<file path="src/rtl/dout_hs_pkg.sv">
package dout_hs_pkg;

    typedef enum logic [1:0] {
        ST_IDLE     = 2'd0,
        ST_LOAD     = 2'd1,
        ST_STROBE   = 2'd2,
        ST_WAIT_ACK = 2'd3
    } hs_state_e;

    typedef struct packed {
        logic ack_en;
        logic req_en;
        logic timer_en;
        logic fifo_en;
    } hs_mode_t;

    // Decide whether a new word may start from the idle state.
    function automatic logic word_ready(hs_mode_t m, logic empty, logic tfall, logic hwr);
        if (m.fifo_en)
            return !empty && (!m.timer_en || tfall);
        return hwr;
    endfunction

endpackage

</file>
<file path="src/rtl/dout_edge_sync.sv">
module dout_edge_sync #(
    parameter int STAGES      = 2,
    parameter bit DETECT_RISE = 1'b1
) (
    input  logic clk,
    input  logic rst,
    input  logic d,
    output logic pulse
);
    localparam int MSB = STAGES - 1;

    logic [STAGES-1:0] chain;
    logic              last;

    always_ff @(posedge clk) begin
        if (rst) begin
            chain <= '0;
            last  <= 1'b0;
        end else begin
            chain <= {chain[STAGES-2:0], d};
            last  <= chain[MSB];
        end
    end

    generate
        if (DETECT_RISE) begin : g_rise
            assign pulse = chain[MSB] & ~last;
        end else begin : g_fall
            assign pulse = ~chain[MSB] & last;
        end
    endgenerate

endmodule

</file>
<file path="src/rtl/dout_ack_timer.sv">
module dout_ack_timer #(
    parameter int LIMIT  = 64,
    parameter bit ENABLE = 1'b1
) (
    input  logic clk,
    input  logic rst,
    input  logic run,
    output logic expired
);
    localparam int CW = $clog2(LIMIT + 1);
    localparam logic [CW-1:0] LAST = CW'(LIMIT - 1);

    logic [CW-1:0] cnt;

    assign expired = ENABLE && run && (cnt == LAST);

    always_ff @(posedge clk) begin
        if (rst || !run)
            cnt <= '0;
        else if (!expired)
            cnt <= cnt + 1'b1;
    end

endmodule

</file>
<file path="src/rtl/dout_hs_ctrl.sv">
module dout_hs_ctrl
    import dout_hs_pkg::*;
#(
    parameter int DATA_W      = 16,
    parameter int SYNC_STAGES = 2,
    parameter int ACK_TIMEOUT = 64,
    parameter bit TIMEOUT_EN  = 1'b1
) (
    input  logic              clk,
    input  logic              rst,
    input  logic              cfg_ack_en,
    input  logic              cfg_req_en,
    input  logic              cfg_timer_en,
    input  logic              cfg_fifo_en,
    input  logic [DATA_W-1:0] fifo_rdata,
    input  logic              fifo_empty,
    output logic              fifo_rd,
    input  logic              host_wr,
    input  logic [DATA_W-1:0] host_wdata,
    input  logic              cnt1_out,
    input  logic              ext_ack,
    output logic [DATA_W-1:0] do_data,
    output logic              do_req,
    output logic              ack_err
);
    hs_mode_t          mode;
    hs_state_e         state_q, state_d;
    logic [DATA_W-1:0] do_q;
    logic              from_fifo_q;
    logic              err_q;
    logic              tfall, ack_rise, tmo, start;

    assign mode = '{ack_en: cfg_ack_en, req_en: cfg_req_en,
                    timer_en: cfg_timer_en, fifo_en: cfg_fifo_en};

    dout_edge_sync #(.STAGES(SYNC_STAGES), .DETECT_RISE(1'b0)) u_cnt_sync (
        .clk(clk), .rst(rst), .d(cnt1_out), .pulse(tfall)
    );

    dout_edge_sync #(.STAGES(SYNC_STAGES), .DETECT_RISE(1'b1)) u_ack_sync (
        .clk(clk), .rst(rst), .d(ext_ack), .pulse(ack_rise)
    );

    dout_ack_timer #(.LIMIT(ACK_TIMEOUT), .ENABLE(TIMEOUT_EN)) u_timer (
        .clk(clk), .rst(rst), .run(state_q == ST_WAIT_ACK), .expired(tmo)
    );

    assign start = (state_q == ST_IDLE) && word_ready(mode, fifo_empty, tfall, host_wr);

    always_comb begin
        state_d = state_q;
        unique case (state_q)
            ST_IDLE:     if (start) state_d = ST_LOAD;
            ST_LOAD:     state_d = mode.req_en ? ST_STROBE : ST_IDLE;
            ST_STROBE:   state_d = mode.ack_en ? ST_WAIT_ACK : ST_IDLE;
            ST_WAIT_ACK: if (ack_rise || tmo) state_d = ST_IDLE;
            default:     state_d = ST_IDLE;
        endcase
    end

    always_ff @(posedge clk) begin
        if (rst) begin
            state_q     <= ST_IDLE;
            do_q        <= '0;
            from_fifo_q <= 1'b0;
            err_q       <= 1'b0;
        end else begin
            state_q <= state_d;
            if (start) begin
                do_q        <= mode.fifo_en ? fifo_rdata : host_wdata;
                from_fifo_q <= mode.fifo_en;
            end
            if (state_q == ST_WAIT_ACK && tmo && !ack_rise)
                err_q <= 1'b1;
        end
    end

    assign do_data = do_q;
    assign fifo_rd = (state_q == ST_LOAD) && from_fifo_q;
    assign do_req  = (state_q == ST_STROBE);
    assign ack_err = err_q;

endmodule

</file>
<file path="config.mk">
export PLATFORM = sky130hd
export DESIGN_NAME = dout_hs_ctrl
export DESIGN_NICKNAME = d
export VERILOG_FILES = /design/src/rtl/dout_hs_pkg.sv /design/src/rtl/dout_edge_sync.sv /design/src/rtl/dout_ack_timer.sv /design/src/rtl/dout_hs_ctrl.sv
export SDC_FILE = /design/constraint.sdc
export NUM_CORES = 1
export LEC_CHECK = 0
export BUFFER_PORTS_ARGS = -buffer_cell sky130_fd_sc_hd__buf_4
export CAP_MARGIN = 20
export CORE_MARGIN = 5
export CORE_UTILIZATION = 50
export CTS_BUF_LIST = sky130_fd_sc_hd__clkbuf_16
export CTS_CLUSTER_DIAMETER = 120
export CTS_CLUSTER_SIZE = 16
export DETAILED_ROUTE_END_ITERATION = 10
export PLACE_DENSITY = 0.83
export SLEW_MARGIN = 25
export SYNTH_ARGS = -nofsm -noshare
export SYNTH_HDL_FRONTEND = slang
export SYNTH_HIERARCHICAL = 1
export SYNTH_SLANG_ARGS = --single-unit
export TNS_END_PERCENT = 5
</file>
<file path="constraint.sdc">
create_clock -name clk -period 2.8 [get_ports clk]
set_input_delay 0.14 -clock clk [delete_from_list [all_inputs] [get_ports clk]]
set_output_delay 0.14 -clock clk [all_outputs]
set_load 0.005 [all_outputs]
</file>
Word-level counts from Yosys, hierarchy flattened:

Cells that the tools add are included.

* flip-flop bits (word level): 33
* logic and storage cells: 44
* input port bits: 42

* bitwise logic cells: 4
* reduce and logical (&&, ||, !) cells: 15
* eq/ne operators: 6
* multiplexer cells: 9
* add/subtract/negate cells: 1

Operators with widths (number)
* $mux 16: 1
* $mux 2: 4
* $pmux 2 s4: 1
* $add 7x1->7 const B: 1
* $eq 7x6->1 const B: 1
* $logic_and 1x1->1: 6
* $eq 2x2->1 const B: 2
* $logic_not 1->1: 4
* $ne 2x2->1 const B: 2
* $logic_or 1x1->1: 3
* $mux 1: 3
* $and 1x1->1: 2
* $eq 2x1->1 const B: 1
* $logic_not 2->1: 1
* $not 1->1: 2
* $reduce_and 2->1: 1

Depth between registers and ports, before layout:

Gate-level depths: netlist (run 1).

* word-level depth: 9
* mapped depth: 7

Hierarchy:

The synthesis (run 1) kept the hierarchy.

By module, submodules not included
* dout_hs_ctrl: cells each 94, sequential area each 400.4 sq um, times used 1, area an instance 933.4 sq um
* dout_ack_timer: cells each 39, sequential area each 140.1 sq um, times used 1, area an instance 342.8 sq um
* dout_edge_sync: cells each 7, sequential area each 60.1 sq um, times used 2, area an instance 87.6 sq um

Least setup slack after synthesis (run 1):

No wires, ideal clock.

* kind: flip-flop to flip-flop
* start point: register u_timer.cnt[0]
* end point: register state_q[0]
* library setup time: 0.074 ns
* buffers on the path: 1
* arrival: 1.475 ns
* stages on the path, launching flop included: 8
* clock period less this slack: 1.550 ns
* slack: 1.250 ns
* cell sequence: dfxtp_1 ha_1 and3b_1 clkbuf_2 and3_1 nor3b_1 o21ai_0 a31oi_1

* word-level cells in the longest chain between the ends: 5

Ends and longest elaborated chain
* from (decl): line dout_ack_timer.sv:13 `logic [CW-1:0] cnt;`
* from (signal assigned): line dout_ack_timer.sv:21 `cnt <= cnt + 1'b1;`
* $eq 7x6->1: line dout_ack_timer.sv:15 `assign expired = ENABLE && run && (cnt == LAST);`
* $logic_and 1x1->1: line dout_ack_timer.sv:15
* via tmo: line dout_hs_ctrl.sv:31 `logic tfall, ack_rise, tmo, start;`
* $logic_or 1x1->1: line dout_hs_ctrl.sv:56 `ST_WAIT_ACK: if (ack_rise || tmo) state_d = ST_IDLE;`
* $ne 2x2->1 (no source line)
* $reduce_and 2->1 (no source line)
* to (signal assigned): line dout_hs_ctrl.sv:68 `state_q <= state_d;`
* to (decl): line dout_hs_ctrl.sv:27 `hs_state_e state_q, state_d;`

The timed path passes the listed nets, and every way through them passes these cells.
A chain may end at the register's enable or synchronous reset.

Worst setup path in the final report (run 1):

* start point: register state_q[0]
* end point: register do_q[15] (netlist: do_data[15])

* word-level cells in the longest chain between the ends: 2

Ends and longest elaborated chain
* $logic_not 2->1: line dout_hs_ctrl.sv:48 `assign start = (state_q == ST_IDLE) && word_ready(mode, fifo_empty, tfall, host_wr);`
* $logic_and 1x1->1: line dout_hs_ctrl.sv:48
* to (signal assigned): line dout_hs_ctrl.sv:70 `do_q <= mode.fifo_en ? fifo_rdata : host_wdata;`
* to (decl): line dout_hs_ctrl.sv:28 `logic [DATA_W-1:0] do_q;`

Every way passes these cells.

==> flow_summary.yaml, run 1 <==
yosys:
  synth-seq-cells: 33
  syn_nets: 190
  yosysUniqueCellTypes: 34
  synth-seq-area-share_pct: 45.52
  avgSynthCellArea_um2: 9.873
  async_flop_share_pct: 0
  synth_edf_count: 0
  syn_inst: 147
  ys.flop_type: "dfxtp_1"
  synth.yosys.warnings: 6
  netlist_area_um2: 1451
worst_setup_path:
  start_kind: "register"
  critPathArrivalTime_ns: 1.99
  crit_path_max_incr_delay_ns: 0.82
  slowest_stage: "nor4b_4"
  cp_max_fo: 17
  crit_chain: "nor4b_4 > a21o_4 > o221a_1"
  cp-startpoint: "state_q[0]"
  r2r_start: "state_q[0]"
  crit_required_ns: 3.01
  reg2reg_slack_ns: 1.03
  r2r_end: "do_data[15]"
  worstRegToRegCells: 3
  crit_type: "reg2reg"
  endpoint: "do_data[15]"
  cp-end-kind: "register"
timing:
  setup_slack_ns: 1.026
  clock_skew_ns: 0.005288
  fin_setup_tns_ns: 0
  finalHoldViolCount: 0
  layout_min_cycle_time_ns: 1.774
  period_share_pct: 63.37
  setup_violations: 0
  worst_pin_slew_ns: 0.8590
  maxSlewHeadroom_pct: 42.49
  max_freq_mhz: 563.6
  slew_violations: 0
  rsz0062_at_grt: "false"
detailed_routing:
  wire_per_inst_um: 15.82
  avgViaCountPerCell: 5.557
  ant_nets: 0
  drc_errors: 0
  dr.pass1.iters: 4
  dr_total_vias: 1317
  drtIter0Drc: 81
  drt_wl_total_mm: 3.749
global_route:
  grt_overflow_total: 0
  grt_max_degree: 29
  grt_pass1_vias: 1314
  antenna_found_initial: 0
  grt_pass1_wl_mm: 6.051
  grt_usage_pct: 18.90
die:
  fp.dieArea_um2: 4080
  fp.dieH_um: 63.88
  ios: 61
  core_area_um2: 2758
  rows: 19
  die_w_um: 63.88
  initial_utilization_pct: 52.63
pwr:
  power_density_nw_per_um2: 580.7
  netSwitchingPower_w: 0.0002545
  switching_share_pct: 21.73
  p_total_w: 0.001171
  leakage_nw: 0.9523
  pwr-share-clk_pct: 42.0
  combPwrFrac_pct: 13.7
  peakVddDrop_v: 0.0006317
  power.share.sequential_pct: 44.3
  p_int_w: 0.0009168
finish:
  layout.nets: 249
  synthToLayoutAreaGrowth_pct: 38.97
  diodes: 0
  drive_above_1_share_pct: 42.72
  postLayoutCellArea_um2: 2017
  finalNonFillerCells: 237
clock_network:
  htree_levels: 2
  cts_tree: "done"
  cts_resized: 0
  cts-buffers-inserted: 5
  clock_latency_ns: 0.27
  cts_hold_buf: 0
  clockBufferDepth: 2
  clkSlewWorstSetupHoldPaths_ns: 0.05
  post-cts-setup-buffers: 0
  cts.sinks: 33
  cts_root_buffer: "clkbuf_16"
place:
  place_area_um2: 1884
  dp.cells: 230
  dpl.hpwl_mm: 2.728
  io_buffers: 60
  pre_cts_ws_ns: 1.057
  place_congestion: 0.7495
worst_hold_path:
  hold_path.class: "in2reg"
job:
  max_cap_violations: 0
outcome:
  outcome: "completed"
==> synthesized netlist by cell type, drive strengths merged (3+ instances only) <==
cell type	count	area share, %
nand3	3	1.0
inv	17	4.4
o21ai	5	1.7
clkbuf	3	0.86
a21oi	21	7.2
a31oi	6	2.6
nor2b	10	4.5
dfxtp	33	46
o221a	16	12
buf	5	3.0
and3	4	1.9
nand2	6	1.7
==> logic make-up (layout without fill, tap and decap cells) <==
logic type | after synthesis | count (layout) | synth area share (%)
flip-flops | 33 | 33 | 45.52
AND/OR/NAND/NOR | 37 | 37 | 19.14
AO/OA/AOI/OAI | 51 | 51 | 26.21
buffers and inverters | 25 | 84 | 8.276
adder cells (fa/ha/maj) | 1 | 1 | 0.8619
==> worst min-delay path by stage <==
| stage | startpoint | end | slack, ns | cells after the start |
|---|---|---|---|---|
| floorplan | rst | u_ack_sync/chain[0] | 0.21 | 1 |
| global placement | ext_ack | u_ack_sync/chain[0] | 0.36 | 2 |
| detailed placement | cnt1_out | u_cnt_sync/chain[0] | 0.36 | 2 |
| CTS | cnt1_out | u_cnt_sync/chain[0] | 0.08 | 2 |
| global route | cnt1_out | u_cnt_sync/chain[0] | 0.09 | 2 |
| finish | cnt1_out | u_cnt_sync/chain[0] | 0.08 | 2 |
==> cell type report <==
| cell class | instances | area (um2) |
|---|---|---|
| Sequential cell | 33 | 660.6 |
| Timing Repair Buffer | 60 | 450.4 |
| Inverter | 17 | 63.81 |
| Multi-Input combinational cell | 89 | 670.6 |
| Tap cell | 31 | 38.79 |
| Clock inverter | 2 | 7.507 |
| Clock buffer | 5 | 125.1 |
| Fill cell | 197 | 740.7 |
==> cell usage in the layout (no fill, tap or decap), drive strengths merged, types with 2 or more instances in the layout <==
master / synthesis / layout
buf: 5 / 60
a21oi: 21 / 21
nor2b: 10 / 10
and3: 4 / 4
and3b: 2 / 2
o21ai: 5 / 5
a31oi: 6 / 6
dfxtp: 33 / 33
nand2b: 2 / 2
inv: 17 / 18
o221a: 16 / 16
nand2: 6 / 6
nand3: 3 / 3
clkbuf: 3 / 5
nor4b: 2 / 2
or4b: 2 / 2
==> metrics by stage <==
| step | util, % | hold WS (ns) |
|---|---|---|
| after floorplan | - | 0.2116 |
| after global placement | 68.33 | 0.3600 |
| after detailed placement | 68.33 | 0.3608 |
| after CTS | 73.14 | 0.07794 |
| after global routing | 73.14 | 0.09481 |
| final | 73.14 | 0.08319 |
==> power groups by stage <==
stage / combinational, W / clock, W / sequential, W
CTS: 0.000162 / 0.000505 / 0.000518
detailed placement: 0.000161 / 0 / 0.000527
finish: 0.000161 / 0.000492 / 0.000519
floorplan: 0.0000747 / 0 / 0.000524
global route: 0.000176 / 0.000529 / 0.000521
global placement: 0.000157 / 0 / 0.000526
==> state kept, by name (all words and copies together) (netlist names) <==
signal	count
do_data	16
u_cnt_sync/last	1
u_ack_sync/chain	2
u_ack_sync/last	1
u_timer/cnt	7
ack_err	1
state_q	2
u_cnt_sync/chain	2
from_fifo_q	1
==> worst max-delay path, delay by kind of cell (launching register included) <==
kind	cells	cell delay, ns
flip-flops	1	0.41
AND/OR/NAND/NOR	1	0.82
AO/OA/AOI/OAI	2	0.48
==> routing by layer <==
| layer | vias to the layer above | wire (um) | GRT usage (%) |
|---|---|---|---|
| met5 | - | 0 | 0 |
| met4 | 0 | 29 | 7.273 |
| met3 | 4 | 405 | 9.282 |
| met2 | 53 | 1779 | 29.27 |
| met1 | 611 | 1534 | 22.38 |
| li1 | 649 | - | - |
Power figures use the tool's default switching activity.
==> run 2: changes to the inputs <==
--- a/config.mk
+++ b/config.mk
@@ -5,15 +5,16 @@
 export SDC_FILE = /design/constraint.sdc
 export NUM_CORES = 1
 export LEC_CHECK = 0
+export ABC_AREA = 1
 export BUFFER_PORTS_ARGS = -buffer_cell sky130_fd_sc_hd__buf_4
 export CAP_MARGIN = 20
 export CORE_MARGIN = 5
-export CORE_UTILIZATION = 50
+export CORE_UTILIZATION = 49
 export CTS_BUF_LIST = sky130_fd_sc_hd__clkbuf_16
 export CTS_CLUSTER_DIAMETER = 120
 export CTS_CLUSTER_SIZE = 16
 export DETAILED_ROUTE_END_ITERATION = 10
-export PLACE_DENSITY = 0.83
+export PLACE_DENSITY = 0.79
 export SLEW_MARGIN = 25
 export SYNTH_ARGS = -nofsm -noshare
 export SYNTH_HDL_FRONTEND = slang
==> constraint.sdc (replaced) <==
create_clock -name clk -period 1.7 [get_ports clk]
set_input_delay 0.085 -clock clk [delete_from_list [all_inputs] [get_ports clk]]
set_output_delay 0.085 -clock clk [all_outputs]
set_load 0.005 [all_outputs]
==> flow_summary.yaml, run 2 <==
global_route:
  grt_overflow_total: 0
  grt_max_degree: 34
  antenna_found_initial: 0
  grt_usage_pct: 16.59
  grt_pass1_wl_mm: 5.871
  grt_pass1_vias: 1391
finish:
  layout.nets: 346
  final_cell_mix: "nand2_1, buf_4, nor2_1"
  diodes: 0
  drive_above_1_share_pct: 26.97
  synthToLayoutAreaGrowth_pct: 33.95
  mostFrequentLayoutCell: "nand2_1"
  finalNonFillerCells: 350
  largest_reg_flops: 16
yosys:
  synth_area_leader_cell: "dfxtp_1"
  yosysMostFrequentCell: "nand2_1"
  synth_edf_count: 0
  netlist_area_um2: 1688
  synth_area_leaders: "dfxtp_1, nand2_1, nor2_1"
  synth-seq-area-share_pct: 39.14
  yosysUniqueCellTypes: 28
  ys.flop_type: "dfxtp_1"
  synth.yosys.warnings: 6
  avgSynthCellArea_um2: 6.889
  syn_inst: 245
  netlist_top_cells_count: "nand2_1, nor2_1, dfxtp_1, nand3_1, inv_1"
  syn_nets: 288
  synth_top_area_share_pct: 39.14
  async_flop_share_pct: 0
  synth-seq-cells: 33
worst_setup_path:
  crit_path_max_incr_delay_ns: 0.40
  crit_required_ns: 1.86
  critPathArrivalTime_ns: 1.64
  crit_family: "simple AND/OR/NAND/NOR gates"
  start_kind: "register"
  crit_type: "reg2reg"
  cp_max_fo: 9
  crit_chain: "nand2_1 > inv_1 > inv_2 > nor2_1 > nand3_4 > inv_1 > nor2_1 > nand2_1 > nand2_1 > inv_1 > a21oi_2"
  cp-end-kind: "register"
  slowest_stage: "dfxtp_1"
  cp_num_buf_inv: 4
detailed_routing:
  wl_met3_um: 211
  dr_wl_met2_mm: 1.906
  wire_per_inst_um: 10.62
  drc_errors: 0
  dr_total_vias: 1615
  avgViaCountPerCell: 4.614
  top_layer: "met4"
  drt_wl_total_mm: 3.718
  wl_met1_mm: 1.531
  ant_nets: 0
  dr.pass1.iters: 4
  drtIter0Drc: 84
clock_network:
  cts_hold_buf: 0
  clock_latency_ns: 0.27
  clkSlewWorstSetupHoldPaths_ns: 0.05
  cts_root_buffer: "clkbuf_16"
  cts-buffers-inserted: 5
  post-cts-setup-buffers: 0
  clockBufferDepth: 2
  cts_resized: 0
  htree_levels: 2
  cts_tree: "done"
  cts.sinks: 33
pwr:
  peakVddDrop_v: 0.0006998
  leakage_nw: 1.104
  power_density_nw_per_um2: 894.9
timing:
  max_freq_mhz: 677.5
  layout_min_cycle_time_ns: 1.476
  slew_violations: 0
  setup_violations: 0
  rsz0062_at_grt: "false"
  fin_setup_tns_ns: 0
  fin_hold_ws_ns: 0.01689
  clock_skew_ns: 0.002688
  maxSlewHeadroom_pct: 68.28
  period_share_pct: 86.82
  finalHoldViolCount: 0
  worst_pin_slew_ns: 0.4729
place:
  place_congestion: 0.7853
  dp.cells: 342
  io_buffers: 60
  dpl.hpwl_mm: 2.646
die:
  rows: 21
  fp.dieArea_um2: 4718
  ios: 61
  die_w_um: 68.69
  fp.dieH_um: 68.69
  core_area_um2: 3337
  initial_utilization_pct: 50.58
outcome:
  outcome: "completed"
worst_hold_path:
  hold_path.class: "in2reg"
job:
  max_cap_violations: 0
[run 2: cell count changes in the layout (fill, tap and decap cells not counted), sizes merged, moves of 5 or more]
cell   delta
a31oi     -5
and2     +16
inv       +6
nand2    +64
nand3    +20
nor2     +38
nor2b    -10
o221a    -16
[run 2: logic make-up (layout without fill, tap and decap cells)]
kind of cell / after synthesis / count (layout) / share of synthesized area, %
AO/OA/AOI/OAI: 25 / 25 / 8.229
flip-flops: 33 / 33 / 39.14
adder cells (fa/ha/maj): 1 / 1 / 0.7412
AND/OR/NAND/NOR: 151 / 151 / 41.14
buffers and inverters: 35 / 94 / 10.75
[run 2: worst register-to-register path, cell delays in order (launching register included)]
cell	delay, ns
dfxtp_1	0.40
nand2_1	0.09
inv_1	0.08
inv_2	0.05
nor2_1	0.16
nand3_4	0.15
inv_1	0.11
nor2_1	0.05
nand2_1	0.09
nand2_1	0.06
inv_1	0.07
a21oi_2	0.06
[run 2: per-stage QoR]
stage | area, um2 | util (%) | setup WS [ns] | total power (W)
after floorplan | 1688 | - | 0.4129 | 0.001063
after global placement | 2123 | 63.63 | 0.3115 | 0.001209
after detailed placement | 2123 | 63.63 | 0.2470 | 0.001215
after CTS | 2261 | 67.75 | 0.2034 | 0.002050
after global routing | 2261 | 67.75 | 0.1113 | 0.002133
final | 2261 | 67.75 | 0.2241 | 0.002023
[run 2: path summary, 6_finish.rpt]
| kind | from | endpoint | slack, ns | cells after the start |
|---|---|---|---|---|
| max reg2reg | state_q[0] | state_q[0] | 0.22 | 11 |
| min reg2reg | u_cnt_sync/chain[0] | u_cnt_sync/chain[1] | 0.41 | 2 |
| min | cnt1_out | u_cnt_sync/chain[0] | 0.02 | 3 |
| max | state_q[0] | state_q[0] | 0.22 | 11 |
[run 2: per-layer routing]
layer | up-vias | track usage, %
met5 | - | 0
met4 | 0 | 6.569
met3 | 5 | 5.511
met2 | 35 | 29.20
met1 | 702 | 18.28
li1 | 873 | -
[run 2: power breakdown]
group	internal (W)	total (W)	leakage [nW]	switching, W
sequential	0.000825	0.000850	0.271	0.0000250
combinational	0.000181	0.000347	0.765	0.000166
clock	0.000528	0.000826	0.0687	0.000298
total	0.00153	0.00202	1.10	0.000489
[run 2: cell type report]
class	count	area, um2
Tap cell	46	57.56
Clock inverter	3	12.51
Timing Repair Buffer	61	457.9
Clock buffer	5	125.1
Multi-Input combinational cell	177	848.3
Inverter	25	98.84
Sequential cell	33	660.6
Fill cell	325	1076
==> run 3: changes to the inputs <==
--- a/config.mk
+++ b/config.mk
@@ -5,19 +5,17 @@
 export SDC_FILE = /design/constraint.sdc
 export NUM_CORES = 1
 export LEC_CHECK = 0
-export ABC_AREA = 1
 export BUFFER_PORTS_ARGS = -buffer_cell sky130_fd_sc_hd__buf_4
 export CAP_MARGIN = 20
 export CORE_MARGIN = 5
-export CORE_UTILIZATION = 49
+export CORE_UTILIZATION = 47
 export CTS_BUF_LIST = sky130_fd_sc_hd__clkbuf_16
 export CTS_CLUSTER_DIAMETER = 120
 export CTS_CLUSTER_SIZE = 16
 export DETAILED_ROUTE_END_ITERATION = 10
-export PLACE_DENSITY = 0.79
+export PLACE_DENSITY = 0.78
 export SLEW_MARGIN = 25
 export SYNTH_ARGS = -nofsm -noshare
 export SYNTH_HDL_FRONTEND = slang
-export SYNTH_HIERARCHICAL = 1
 export SYNTH_SLANG_ARGS = --single-unit
 export TNS_END_PERCENT = 5
==> flow_summary.yaml, run 3 <==
global_route:
  antenna_found_initial: 0
  grtUsageMet3_pct: 6.973
  grt_overflow_total: 0
  grt_pass1_wl_mm: 6.085
  grt_usage_pct: 18.11
  top_usage_layer: "met2"
  grt_max_degree: 29
  grt_use_met1_pct: 19.85
  grt_pass1_vias: 1327
  use_met2_pct: 32.04
timing:
  max_freq_mhz: 655.8
  slew_violations: 0
  fin_setup_tns_ns: 0
  maxSlewHeadroom_pct: 77.67
  clock_skew_ns: 0.003581
  setup_violations: 0
  finalHoldViolCount: 0
  fin_hold_ws_ns: 0.02193
  period_share_pct: 89.70
  layout_min_cycle_time_ns: 1.525
  worst_pin_slew_ns: 0.3350
  rsz0062_at_grt: "false"
finish:
  postLayoutCellArea_um2: 2079
  synthToLayoutAreaGrowth_pct: 41.09
  layout.nets: 250
  diodes: 0
  largest_reg_flops: 16
  mostFrequentLayoutCell: "buf_4"
  final_cell_mix: "buf_4, dfxtp_1, a21oi_1"
  drive_above_1_share_pct: 40.38
worst_setup_path:
  start_kind: "register"
  crit_type: "reg2reg"
  cp_max_fo: 6
  crit_required_ns: 1.91
  cp-end-kind: "register"
  critPathArrivalTime_ns: 1.73
clock_network:
  cts_root_buffer: "clkbuf_16"
  cts_tree: "done"
  clockBufferDepth: 2
  cts_hold_buf: 0
  cts.sinks: 33
  clkSlewWorstSetupHoldPaths_ns: 0.05
  post-cts-setup-buffers: 0
  cts_resized: 0
  clock_latency_ns: 0.27
  cts-buffers-inserted: 5
  htree_levels: 2
pwr:
  power_density_nw_per_um2: 967.3
  peakVddDrop_v: 0.0009833
  combPwrFrac_pct: 16.7
  pwr-share-clk_pct: 40.8
  p_int_w: 0.001542
  netSwitchingPower_w: 0.0004690
  leakage_nw: 0.9015
  p_total_w: 0.002011
  power.share.sequential_pct: 42.5
  switching_share_pct: 23.32
yosys:
  synth_area_leaders: "dfxtp_1, mux2i_1, a211oi_2"
  avgSynthCellArea_um2: 10.03
  synth.yosys.warnings: 0
  synth_area_leader_cell: "dfxtp_1"
  async_flop_share_pct: 0
  synth_edf_count: 0
  netlist_top_cells_count: "dfxtp_1, a21oi_1, mux2i_1, a211oi_2, nand2_1"
  synth_top_area_share_pct: 44.82
  syn_nets: 190
  yosysUniqueCellTypes: 32
  yosysMostFrequentCell: "dfxtp_1"
  synth-seq-area-share_pct: 44.82
  netlist_area_um2: 1474
  syn_inst: 147
  synth-seq-cells: 33
  ys.flop_type: "dfxtp_1"
die:
  ios: 61
  rows: 20
  core_area_um2: 3028
  initial_utilization_pct: 48.68
  fp.dieArea_um2: 4356
  fp.dieH_um: 66
  die_w_um: 66
place:
  io_buffers: 60
  place_area_um2: 1937
  place_congestion: 0.7147
  dpl.hpwl_mm: 2.811
detailed_routing:
  ant_nets: 0
  avgViaCountPerCell: 5.234
  dr.pass1.iters: 4
  drtIter0Drc: 56
  dr_total_vias: 1319
  drc_errors: 0
  wire_per_inst_um: 14.31
  drt_wl_total_mm: 3.606
outcome:
  outcome: "completed"
job:
  max_cap_violations: 0
worst_hold_path:
  hold_path.class: "in2reg"
run 3: cell type report:
| type | count | area (um2) |
|---|---|---|
| Clock buffer | 5 | 125.1 |
| Inverter | 3 | 11.26 |
| Multi-Input combinational cell | 100 | 734.5 |
| Tap cell | 44 | 55.05 |
| Sequential cell | 33 | 660.6 |
| Clock inverter | 3 | 12.51 |
| Timing Repair Buffer | 64 | 480.5 |
| Fill cell | 238 | 948.4 |
run 3: worst max-delay path, cell delays in order (launching register included):
cell and delay (ns):
dfxtp_1 0.38, ha_1 0.22, nand3_1 0.12, or3_4 0.43
a21o_1 0.20, a21oi_1 0.11
run 3: final timing paths:
kind | start | to | slack [ns] | depth (start not counted)
min | ext_ack | u_ack_sync.chain[0] | 0.02 | 2
max reg2reg | u_timer.cnt[0] | u_timer.cnt[4] | 0.18 | 5
min reg2reg | u_ack_sync.chain[0] | u_ack_sync.chain[1] | 0.44 | 1
max | u_timer.cnt[0] | u_timer.cnt[4] | 0.18 | 5
run 3: logic make-up after synthesis:
kind of cell	after synthesis	share of synthesized area [%]
AOI/OAI and AO/OA	49	24.62
xor gates and xnor gates	2	1.189
adders and majority gates	1	0.8488
buffers and inverters	14	5.687
DFF	33	44.82
muxes	16	10.87
and+or+nand+nor	32	11.97
run 3: power by group through the flow:
stage | Clock [W] | Combinational (W) | Sequential, W
final | 0.000820 | 0.000337 | 0.000855
after global routing | 0.000882 | 0.000373 | 0.000860
after CTS | 0.000839 | 0.000343 | 0.000854
after detailed placement | 0 | 0.000341 | 0.000870
after global placement | 0 | 0.000329 | 0.000867
after floorplan | 0 | 0.000185 | 0.000868
run 3: through the flow:
step           std cells  util, %  setup WS, ns
2_1_floorplan        147        -        0.1613
3_3_place_gp         244    63.97        0.2301
3_5_place_dp         244    63.97        0.1170
4_1_cts              252    68.51       0.09902
5_1_grt              252    68.68       0.07288
6_report             252    68.68        0.1751
run 3: layer usage:
metal | wire, um | vias to the layer above | part of all wire, %
met2 | 1831 | 52 | 51
met3 | 329 | 6 | 9.1
li1 | - | 656 | -
met4 | 61 | 0 | 1.7
met5 | 0 | - | 0
met1 | 1384 | 605 | 38
